<file path="src/rtl/fir4_pkg.sv">
package fir4_pkg;
    typedef enum logic [1:0] {
        S_IDLE = 2'd0,
        S_BUSY = 2'd1,
        S_EMIT = 2'd2
    } fir_state_t;
endpackage

</file>
<file path="src/rtl/fir4_shift_add_mul.sv">
module fir4_shift_add_mul #(
    parameter int A_W = 8,
    parameter int B_W = 8,
    parameter int P_W = 16
) (
    input  logic           clk,
    input  logic           rst,
    input  logic           start,
    input  logic [A_W-1:0] mcand,
    input  logic [B_W-1:0] mplier,
    output logic [P_W-1:0] product,
    output logic           done
);
    localparam int CNT_W = $clog2(B_W + 1);

    logic [P_W-1:0]   acc_q;
    logic [P_W-1:0]   mc_q;
    logic [B_W-1:0]   mp_q;
    logic [CNT_W-1:0] cnt_q;

    always_ff @(posedge clk) begin
        if (rst) begin
            acc_q <= '0;
            mc_q  <= '0;
            mp_q  <= '0;
            cnt_q <= '0;
            done  <= 1'b1;
        end else if (start) begin
            acc_q <= '0;
            mc_q  <= {{(P_W-A_W){1'b0}}, mcand};
            mp_q  <= mplier;
            cnt_q <= CNT_W'(B_W);
            done  <= 1'b0;
        end else if (!done) begin
            if (mp_q[0]) begin
                acc_q <= acc_q + mc_q;
            end
            mc_q  <= mc_q << 1;
            mp_q  <= mp_q >> 1;
            cnt_q <= cnt_q - 1'b1;
            if (cnt_q == CNT_W'(1)) begin
                done <= 1'b1;
            end
        end
    end

    assign product = acc_q;
endmodule

</file>
<file path="src/rtl/fir4_transposed.sv">
module fir4_transposed
    import fir4_pkg::*;
#(
    parameter int DATA_W = 8,
    parameter int COEF_W = 8,
    parameter int ACC_W  = 16,
    parameter int NTAPS  = 4
) (
    input  logic                    clk,
    input  logic                    rst,
    input  logic                    in_valid,
    input  logic [DATA_W-1:0]       in_data,
    output logic                    in_ready,
    input  logic [NTAPS*COEF_W-1:0] coef,
    output logic                    out_valid,
    output logic [ACC_W-1:0]        out_data
);
    localparam int LAST = NTAPS - 1;

    fir_state_t state_q, state_d;
    logic [NTAPS-1:0] mul_done;
    logic [ACC_W-1:0] prod [NTAPS];
    logic [ACC_W-1:0] dly_q [NTAPS];
    logic             accept;
    logic             update;

    assign in_ready = (state_q == S_IDLE) || (state_q == S_EMIT);
    assign accept   = in_valid && in_ready;
    assign update   = (state_q == S_BUSY) && (&mul_done);

    genvar k;
    generate
        for (k = 0; k < NTAPS; k++) begin : g_tap
            fir4_shift_add_mul #(
                .A_W (COEF_W),
                .B_W (DATA_W),
                .P_W (ACC_W)
            ) i_mul (
                .clk     (clk),
                .rst     (rst),
                .start   (accept),
                .mcand   (coef[k*COEF_W +: COEF_W]),
                .mplier  (in_data),
                .product (prod[k]),
                .done    (mul_done[k])
            );

            if (k == LAST) begin : g_head
                always_ff @(posedge clk) begin
                    if (rst) begin
                        dly_q[k] <= '0;
                    end else if (update) begin
                        dly_q[k] <= prod[k];
                    end
                end
            end else begin : g_link
                always_ff @(posedge clk) begin
                    if (rst) begin
                        dly_q[k] <= '0;
                    end else if (update) begin
                        dly_q[k] <= prod[k] + dly_q[k+1];
                    end
                end
            end
        end
    endgenerate

    always_ff @(posedge clk) begin
        if (rst) begin
            state_q <= S_IDLE;
        end else begin
            state_q <= state_d;
        end
    end

    always_comb begin
        state_d = state_q;
        unique case (state_q)
            S_IDLE:  if (accept) state_d = S_BUSY;
            S_BUSY:  if (update) state_d = S_EMIT;
            S_EMIT:  state_d = accept ? S_BUSY : S_IDLE;
            default: state_d = S_IDLE;
        endcase
    end

    assign out_valid = (state_q == S_EMIT);
    assign out_data  = dly_q[0];
endmodule

</file>
<file path="config.mk">
export PLATFORM = sky130hd
export DESIGN_NAME = fir4_transposed
export DESIGN_NICKNAME = d
export VERILOG_FILES = /design/src/rtl/fir4_pkg.sv /design/src/rtl/fir4_shift_add_mul.sv /design/src/rtl/fir4_transposed.sv
export SDC_FILE = /design/constraint.sdc
export NUM_CORES = 1
export LEC_CHECK = 0
export BUFFER_PORTS_ARGS = -buffer_cell sky130_fd_sc_hd__buf_4
export CAP_MARGIN = 10
export CORE_UTILIZATION = 59
export CTS_CLUSTER_SIZE = 14
export DETAILED_ROUTE_END_ITERATION = 8
export PLACE_DENSITY = 0.74
export SYNTH_ARGS = -nofsm -noshare
export SYNTH_HDL_FRONTEND = slang
export SYNTH_SLANG_ARGS = --single-unit
</file>
<file path="constraint.sdc">
create_clock -name clk -period 3.2 [get_ports clk]
set_input_delay 0.64 -clock clk [delete_from_list [all_inputs] [get_ports clk]]
set_output_delay 0.64 -clock clk [all_outputs]
set_load 0.1 [all_outputs]
</file>
## Word level (Yosys, flattened, before mapping)

Memories as Yosys holds them, arrays and structs flattened.
Index checks and enable logic that the tools add are counted.
W data, S select, Z words.

- Flip-flop bits (word level): 182
- Memories: 1
- RAM bits: 64
- Bits of input ports: 43
- Output and inout port bits: 18

Memories:

| name | words | bits a word | rd ports | clocked after Yosys merged registers in | write ports | RTL line | RTL |
|---|---|---|---|---|---|---|---|
| dly_q | 4 | 16 | 4 | 0 | 4 | fir4_transposed.sv:23 | `logic [ACC_W-1:0] dly_q [NTAPS];` |

- Eq/ne operators: 12
- Mux-type cells: 49
- Reductions and logical operators: 11
- $add $sub $neg: 11
- Bitwise logic cells: 8

Operators with widths:

| cell | count |
|---|---|
| $mux W8 | 16 |
| $add A16 B16 Y16 | 7 |
| $mux W16 | 4 |
| $mux W4 | 8 |
| $mux W1 | 18 |
| $eq A4 B1 Y1 const B | 4 |
| $sub A4 B1 Y4 const B | 4 |
| $ne A2 B2 Y1 const B | 6 |
| $reduce_and A2 Y1 | 5 |
| $pmux W2 S3 | 1 |
| $mux W2 | 2 |
| $not A1 Y1 | 4 |
| $or A1 B1 Y1 | 4 |
| $reduce_and A4 Y1 | 1 |
| $eq A2 B1 Y1 const B | 1 |
| $eq A2 B2 Y1 const B | 1 |
| $logic_and A1 B1 Y1 | 2 |
| $logic_not A2 Y1 | 1 |
| $reduce_or A2 Y1 | 1 |
| $logic_or A1 B1 Y1 | 1 |

## Logic depth before layout (Yosys ltp)

Gate-level depths: netlist (run 1).

- Word-level depth: 6
- Depth in mapped cells: 9
- Mapped depth without buffers: 9

## Cells and area by module

Synthesis (run 1) repeated with hierarchy kept, for this count alone.

- Cell total of the unflattened synthesis: 1642
- Area, all modules: 14614.0 um^2

By module, submodules not included:

| module | instances | sequential area each (um^2) | cells an instance | area each (um^2) |
|---|---|---|---|---|
| fir4_shift_add_mul (g_tap[1].i_mul ...) | 3 | 900.9 | 294 | 2452.4 |
| fir4_transposed | 1 | 1961.9 | 459 | 4702.0 |
| fir4_shift_add_mul (g_tap[0].i_mul) | 1 | 900.9 | 301 | 2555.0 |

## Worst setup path after synthesis (run 1)

Ideal clock, no wire load.

- Kind: input to register
- Start: input port rst
- End: memory dly_q[0][0] (enable)
- Arrival time: 1.985 ns
- Path buffers: 2
- Library setup time: 0.394 ns
- Slack: 0.821 ns
- Stages on the path: 3
- Cells stage by stage: clkbuf_1 > clkbuf_1 > or2_2

RTL lines:

| item | RTL line | RTL |
|---|---|---|
| start, declared | fir4_transposed.sv:10 | `input logic rst,` |
| end, declared | fir4_transposed.sv:23 |  |

## Final worst setup path (run 1)

- Start: register g_tap[1].i_mul.mc_q[0]
- End: register g_tap[1].i_mul.acc_q[14]

- Word-level cells in the longest chain between the ends: 1

Ends and longest elaborated chain:

| item | RTL line | RTL |
|---|---|---|
| start, declared | fir4_shift_add_mul.sv:17 | `logic [P_W-1:0] mc_q;` |
| start signal, assigned | fir4_shift_add_mul.sv:30 | `mc_q <= {{(P_W-A_W){1'b0}}, mcand};` |
| start signal, assigned | fir4_shift_add_mul.sv:38 | `mc_q <= mc_q << 1;` |
| $add A16 B16 Y16 | fir4_shift_add_mul.sv:36 | `acc_q <= acc_q + mc_q;` |
| end signal, assigned | fir4_shift_add_mul.sv:36 |  |
| end, declared | fir4_shift_add_mul.sv:16 | `logic [P_W-1:0] acc_q;` |

Every way passes these cells.
A chain may end at the register's enable or synchronous reset.

==> key figures, run 1 <==
Finish
  – Fin nets: 1697
  – Synth-to-layout area growth: 10.7%
  – Fillcell total: 1929
  – Final instance area: 0.0154 sq mm
  – Share of layout cells above drive strength 1: 9.39%

Floorplan
  – Core ar.: 0.0228 sq mm
  – Die Ht: 155 microns
  – Row cnt: 55
  – Die area: 0.0241 sq mm
  – Die Width: 155 microns
  – I/O Pins: 61
  – Starting Density: 60.7%

Clocking
  – TritonCTS Buffers: 27
  – CTS tree: done
  – Root buffer selected by CTS: clkbuf_16
  – Clk sink count: 246
  – Post-CTS Hold Buffers: 0
  – Post-cts resize count: 0
  – Setup bufs post-CTS: 0
  – H-tree depth: 1
  – Worst skew pair latency: 0.55 ns
  – Reg clk slew, reported paths: 0.06 ns
  – Worst-case clock buffer depth: 3

Yosys
  – Synth Net Count: 1668
  – FF+latch count, synth: 246
  – Asr flop ratio synth: 0%
  – Post-synth EDFFs: 64
  – Mean Syn Cell Area: 9.22 sq um
  – Top cells by area, synth: dfxtp_1 26%, edfxtp_1 14%, ha_1 10%
  – Post-synth top area cell: dfxtp_1
  – Synth top area share: 26.3%
  – Sequential fraction of the synthesis area: 40.1%
  – Syn Inst Count: 1505
  – Yosys warning total: 0
  – Mapped Area: 0.0139 sq mm
  – Prevailing post-synth register cell: dfxtp_1
  – Synth unique cells: 64

GRT
  – Total congestion overflow: 0
  – Largest net degree at the start of global routing: 65
  – Initial antenna violation count: 1
  – Gr usage total: 25.1%
  – First-pass GRT wire length: 49.4 mm
  – Vias in the first global route: 10400

Drt
  – Final WL: 29.7 mm
  – DR iter-0 viols: 539
  – First-pass iteration count of the detailed router: 5
  – DRC: 0
  – DR vias/cell: 5.75
  – Wirelength per Cell: 15.9 microns
  – Final ANT Viol Nets: 0
  – Via count: 10700

Power and ir drop
  – Peak supply drop: 0.456 mV
  – Leak: 6.71 nW
  – Pwr dens: 473 mW/mm^2

Placement
  – DP Area: 0.0145 sq mm
  – GP Congestion: 0.907
  – Detailed Place HPWL: 21.6 mm
  – PortBufs: 60

Timing
  – Max-slew violation count: 0
  – Clk_skew: 0.0108 ns
  – Setup TNS: 0 ns
  – Fin crit period: 2.60 ns
  – Slew headroom: 49.5%
  – RSZ-0062 raised after global routing: false
  – Fmax: 385 MHz
  – Final Hold Viols: 0
  – Post-route clock period utilization: 81.2%
  – Final setup viols: 0
  – Worst-Margin Slew: 0.758 ns

Setup path
  – Startpoint Class: flip-flop
  – Crit-path max FO: 3
  – Crit-path cells: ha_1 -> fa_1 -> a21o_1 -> a311oi_1 -> o21a_1 -> nor2_1 -> a311o_1 -> xnor2_1 -> o21ai_1
  – Worst Path Arrival: 3.03 ns
  – Critical Path RT: 3.63 ns
  – Worst setup path class: flip-flop to flip-flop
  – Worst setup EP type: flip-flop
  – Slowest stage cell, crit path: fa_1
  – Max incr delay on CP: 0.42 ns

Run
  – # Max-Cap Violations: 0

Min path
  – Hold WC Path Type: primary input to flip-flop

Outcome
  – Status: finished clean
==> cell usage in the layout (no fill, tap or decap), drive strengths merged, types with 8 or more instances in the layout <==
cell,instances
o21ai,48
nand2b,9
ha,113
xnor2,64
buf,80
o31ai,8
a211oi,43
a21oi,163
nor3,22
o21a,14
edfxtp,64
nor2,167
clkinv,8
dfxtp,182
xor2,27
clkbuf,41
inv,39
and2,26
a21o,44
nand2,108
o21bai,27
nand3,48
nor2b,11
a31oi,12
mux2i,89
or3,10
==> cells by family (layout without fill, tap and decap cells) <==
group / Yosys count / count (layout) / synth area share [%]
fa+ha+maj: 120 / 120 / 11.2
simple gates: 441 / 441 / 14.5
mux: 89 / 89 / 6.42
xor+xnor: 91 / 91 / 5.74
flops: 246 / 246 / 40.1
buf+inv: 118 / 168 / 3.71
compound gates: 400 / 400 / 18.3
other cells: 0 / 1 / 0
==> where the power goes <==
part / switching [mW] / leakage (nW) / internal [mW]
combinational: 0.560 / 4.14 / 0.342
clock: 1.23 / 0.418 / 1.67
sequential: 0.110 / 2.15 / 3.35
==> final cells by class <==
cell class / count / area, sq um / share of cell area [%]
multi-input cells: 1141 / 7800 / 50.8
flip-flops and latches: 246 / 5570 / 36.2
clock buffers: 41 / 772 / 5.03
repair buffers: 80 / 613 / 3.99
well taps: 313 / 392 / 2.55
inverters: 38 / 143 / 0.929
clock inverters: 9 / 63.8 / 0.416
diodes: 1 / 2.50 / 0.0163
==> state kept, by name (all words and copies together), names as in the netlist <==
name and flops:
dly_q 64, g_tap.i_mul.mp_q 32, g_tap.i_mul.cnt_q 16, g_tap.i_mul.mc_q 64, g_tap.i_mul.product 64, state_q 2
g_tap.i_mul.done 4
==> synthesized netlist by cell type, drive strengths merged, types with 27 or more instances <==
| master | instances |
|---|---|
| a21oi | 163 |
| o21ai | 48 |
| buf | 36 |
| inv | 38 |
| ha | 113 |
| dfxtp | 182 |
| nor2 | 167 |
| a211oi | 43 |
| a21o | 44 |
| mux2i | 89 |
| xor2 | 27 |
| o21bai | 27 |
| clkbuf | 44 |
| nand3 | 48 |
| nand2 | 108 |
| edfxtp | 64 |
| xnor2 | 64 |
==> layer usage <==
layer  global-route usage (%)  up-vias  wire, microns
li1                         -     5464              -
met1                     29.9     5054          13000
met2                     45.9      170          14800
met3                     2.59       54            863
met4                     10.1        0           1030
met5                        0        -              0
==> metrics by stage <==
| step | hold slack (ns) | power, mW | std cells | utilization, % | setup slack [ns] |
|---|---|---|---|---|---|
| after floorplan | 0.444 | 4.20 | 1505 | - | 0.821 |
| after global placement | 0.457 | 4.40 | 1818 | 63.5 | 0.663 |
| after detailed placement | 0.466 | 4.43 | 1818 | 63.5 | 0.632 |
| after CTS | 0.339 | 7.33 | 1868 | 67.2 | 0.614 |
| after global routing | 0.353 | 7.56 | 1869 | 67.2 | 0.453 |
| final | 0.362 | 7.27 | 1869 | 67.2 | 0.601 |
==> worst max-delay path: cells and delay by family, from the launching register on <==
family                   cells  cell delay, ns
AO/OA/AOI/OAI                5            1.27
flip-flops                   1            0.33
adder cells (fa/ha/maj)      2            0.66
AND/OR/NAND/NOR              1            0.08
XOR/XNOR                     1            0.13
==> final timing paths <==
kind              slack, ns                      start  cells past startpoint                         end
setup / recovery       0.60     g_tap[1].i_mul.mc_q[0]                      9  g_tap[1].i_mul.product[14]
hold / removal         0.36                   coef[24]                      3      g_tap[3].i_mul.mc_q[0]
setup reg to reg       0.60     g_tap[1].i_mul.mc_q[0]                      9  g_tap[1].i_mul.product[14]
hold reg to reg        0.47  g_tap[3].i_mul.product[0]                      2   g_tap[3].i_mul.product[0]
Note: power is estimated with default switching activity, not from simulation.
==> run 2: changes to the inputs <==
--- a/config.mk
+++ b/config.mk
@@ -5,9 +5,10 @@
 export SDC_FILE = /design/constraint.sdc
 export NUM_CORES = 1
 export LEC_CHECK = 0
+export ABC_AREA = 1
 export BUFFER_PORTS_ARGS = -buffer_cell sky130_fd_sc_hd__buf_4
 export CAP_MARGIN = 10
-export CORE_UTILIZATION = 59
+export CORE_UTILIZATION = 57
 export CTS_CLUSTER_SIZE = 14
 export DETAILED_ROUTE_END_ITERATION = 8
 export PLACE_DENSITY = 0.74
==> constraint.sdc (replaced) <==
create_clock -name clk -period 2.2 [get_ports clk]
set_input_delay 0.44 -clock clk [delete_from_list [all_inputs] [get_ports clk]]
set_output_delay 0.44 -clock clk [all_outputs]
set_load 0.1 [all_outputs]
==> run 2 against run 1 <==
Net effect:
- clock-buffer cell count did not move
- die area rose by 15%
- the flow now finishes with violations (DRC)
- via count up 31%
- highest routed layer unchanged
- fmax increased by 30%
- sequential share of layout area decreased by 3.9 points
==> key figures, run 2 <==
Timing
  – Max-slew violation count: 0 (unchanged)
  – Final setup viols: 0 (unchanged)
  – Setup TNS: 0 ns (unchanged)
  – RSZ-0062 raised after global routing: false (unchanged)
  – Hold slack: 0.167 ns (was 0.362 ns)
  – Slew headroom: 52.5% (was 49.5%)
  – Post-route clock period utilization: 91.0% (was 81.2%)
  – Fin crit period: 2.00 ns (was 2.60 ns)
  – Final Hold Viols: 0 (unchanged)
  – Worst-Margin Slew: 0.705 ns (was 0.758 ns)
  – Fmax: 500 MHz (was 385 MHz)
  – Clk_skew: 0.00685 ns (was 0.0108 ns)

Yosys
  – Synth Net Count: 2422 (was 1668)
  – Synth top area share: 23.6% (was 26.3%)
  – Synth unique cells: 38 (was 64)
  – Sequential fraction of the synthesis area: 36.1% (was 40.1%)
  – Syn Inst Count: 2259 (was 1505)
  – Top post-synthesis cells by count: 688 x nand2_1, 335 x inv_1, 203 x nor2_1, 182 x dfxtp_1, 180 x a21oi_1 (was 182 x dfxtp_1, 167 x nor2_1, 163 x a21oi_1, 113 x ha_1, 108 x nand2_1)
  – Post-synth top area cell: dfxtp_1 (unchanged)
  – Prevailing post-synth register cell: dfxtp_1 (unchanged)
  – Asr flop ratio synth: 0% (unchanged)
  – Post-synth EDFFs: 64 (unchanged)
  – Cell with the most instances after synthesis: nand2_1 (was dfxtp_1)
  – FF+latch count, synth: 246 (unchanged)
  – Mean Syn Cell Area: 6.83 sq um (was 9.22 sq um)
  – Mapped Area: 0.0154 sq mm (was 0.0139 sq mm)
  – Top cells by area, synth: dfxtp_1 24%, nand2_1 17%, edfxtp_1 12% (was dfxtp_1 26%, edfxtp_1 14%, ha_1 10%)
  – Yosys warning total: 0 (unchanged)

GRT
  – Vias in the first global route: 13500 (was 10400)
  – Initial antenna violation count: 0 (was 1)
  – Total congestion overflow: 0 (unchanged)
  – Largest net degree at the start of global routing: 65 (unchanged)
  – First-pass GRT wire length: 63.5 mm (was 49.4 mm)
  – Gr usage total: 27.7% (was 25.1%)

Clocking
  – Worst skew pair latency: 0.55 ns (about the same)
  – Root buffer selected by CTS: clkbuf_16 (unchanged)
  – CTS tree: done (unchanged)
  – Post-CTS Hold Buffers: 0 (unchanged)
  – Worst-case clock buffer depth: 3 (unchanged)
  – Reg clk slew, reported paths: 0.06 ns (about the same)
  – H-tree depth: 1 (unchanged)
  – Clk sink count: 246 (unchanged)
  – TritonCTS Buffers: 29 (was 27)

Finish
  – Fin nets: 2469 (was 1697)
  – Most common cell after layout, fill and taps aside: nand2_1 (was dfxtp_1)
  – Diode count: 0 (was 1)
  – Most frequent cells in the layout: 686 x nand2_1, 335 x inv_1, 202 x nor2_1 (was 182 x dfxtp_1, 167 x nor2_1, 163 x a21oi_1)
  – Synth-to-layout area growth: 11.4% (was 10.7%)
  – Share of layout cells above drive strength 1: 7.51% (was 9.39%)

Floorplan
  – Starting Density: 58.7% (was 60.7%)
  – Die area: 0.0277 sq mm (was 0.0241 sq mm)
  – Core ar.: 0.0263 sq mm (was 0.0228 sq mm)
  – Row cnt: 59 (was 55)
  – I/O Pins: 61 (unchanged)
  – Die Ht: 167 microns (was 155 microns)
  – Die Width: 167 microns (was 155 microns)

Run
  – # Max-Cap Violations: 0 (unchanged)

Drt
  – Final WL: 37.7 mm (was 29.7 mm)
  – DR vias/cell: 5.30 (was 5.75)
  – Wirelength per Cell: 14.2 microns (was 15.9 microns)
  – DR iter-0 viols: 880 (was 539)
  – Via count: 14100 (was 10700)
  – First-pass iteration count of the detailed router: 8 (was 5)
  – Final ANT Viol Nets: 0 (unchanged)
  – DRC: 2 (was 0)

Outcome
  – Status: finished with violations (was finished clean)
  – Failing checks: DRC

Power and ir drop
  – P_sw: 3.23 mW (was 1.90 mW)
  – Internal power of the cells: 8.35 mW (was 5.36 mW)
  – Reg power frac: 43.9% (was 47.6%)
  – Pwr dens: 674 mW/mm^2 (was 473 mW/mm^2)
  – Combinational power share: 14.3% (was 12.4%)
  – Sw frac: 27.9% (was 26.2%)
  – Peak supply drop: 0.739 mV (was 0.456 mV)
  – Clock share of power: 41.8% (was 40.0%)
  – Leak: 8.37 nW (was 6.71 nW)

Placement
  – Detailed Place HPWL: 28.3 mm (was 21.6 mm)
  – PortBufs: 60 (unchanged)
  – GP Congestion: 0.916 (was 0.907)

Setup path
  – CP top delay family: simple AND/OR/NAND/NOR gates (was compound AO/OA/AOI/OAI gates)
  – Worst r2r src: dly_q[0][16] (was g_tap[1].i_mul.mc_q[0])
  – Worst Path Arrival: 2.31 ns (was 3.03 ns)
  – Max incr delay on CP: 0.44 ns (was 0.42 ns)
  – Slowest stage cell, crit path: fa_1 (unchanged)
  – Reg2Reg Depth: 10 (was 9)
  – WP depth: 10 (was 9)
  – Worst setup EP type: flip-flop (unchanged)
  – Crit-path max FO: 4 (was 3)
  – Startpoint Class: flip-flop (unchanged)
  – Crit. Startpoint: dly_q[0][16] (was g_tap[1].i_mul.mc_q[0])
  – Worst setup path class: flip-flop to flip-flop (unchanged)
  – Crit-path cells: ha_1 -> fa_1 -> nand3_1 -> nand2_1 -> nand2_1 -> nand2_1 -> nand3_1 -> nand2_1 -> nor2_1 -> nor2_1 (was ha_1 -> fa_1 -> a21o_1 -> a311oi_1 -> o21a_1 -> nor2_1 -> a311o_1 -> xnor2_1 -> o21ai_1)
  – Cell repeated most along the worst path: nand2_1
  – Critical Path RT: 2.51 ns (was 3.63 ns)
  – Worst path bufs/invs: 0 (unchanged)

Min path
  – Hold wc startpoint: coef[24] (unchanged)
  – Hold WC Path Type: primary input to flip-flop (unchanged)
  – Min-Delay Path Depth: 3 (unchanged)
run 2: power by group through the flow:
stage | Clock, mW | Sequential, mW | Combinational (mW)
finish | 4.84 | 5.09 | 1.65
global route | 5.12 | 5.12 | 1.84
CTS | 4.92 | 5.09 | 1.65
detailed placement | 0 | 5.19 | 1.64
global placement | 0 | 5.18 | 1.61
floorplan | 0 | 5.12 | 1.24
run 2: tightest hold or removal path, stage by stage:
cell	delay [ns]
buf_4	0.11
nand2_1	0.06
a21oi_1	0.06
run 2: cell families after synthesis:
group           after synthesis  synth area share, %
xor+xnor                     34                 1.93
buf+inv                     420                 11.0
compound gates              347                 12.3
fa+ha+maj                   120                 10.1
flops                       246                 36.1
simple gates               1092                 28.6
run 2: path summary, 6_finish.rpt:
check / endpoint / slack, ns
min: g_tap[3].i_mul.mc_q[0] / 0.17
max: dly_q[0][14] / 0.20
max reg2reg: dly_q[0][14] / 0.20
min reg2reg: g_tap[2].i_mul.mp_q[7] / 0.47
run 2: final cells by class:
type | instances | area (sq um)
flip-flops and latches | 246 | 5570
fillers | 2406 | 9100
inverters | 346 | 1300
clock inverters | 13 | 128
repair buffers | 90 | 751
well taps | 335 | 419
multi-input cells | 1593 | 8170
clock buffers | 41 | 845
run 2: metrics by stage:
step / power (mW) / setup slack, ns / cell area [sq um] / instances / utilization, %
floorplan: 6.36 / 0.0226 / 15400 / 2259 / -
detailed placement: 6.82 / 0.216 / 16200 / 2610 / 61.7
finish: 11.6 / 0.199 / 17200 / 2664 / 65.4
global placement: 6.79 / 0.215 / 16200 / 2610 / 61.7
global route: 12.1 / 0.00232 / 17200 / 2664 / 65.4
CTS: 11.7 / 0.212 / 17200 / 2664 / 65.4
run 2: timing repair:
item                       in CTS  in global routing
resized for setup               0                  1
setup endpoints to repair       0                  1
setup buffers                   0                  0
run 2: layer usage:
metal  share of wire [%]  GRT usage (%)  wire length [microns]
met2                  49           49.7                  18300
met5                   0              0                      0
met4                 5.8           15.1                   2190
met3                 3.7           3.26                   1390
met1                  42           32.3                  15800
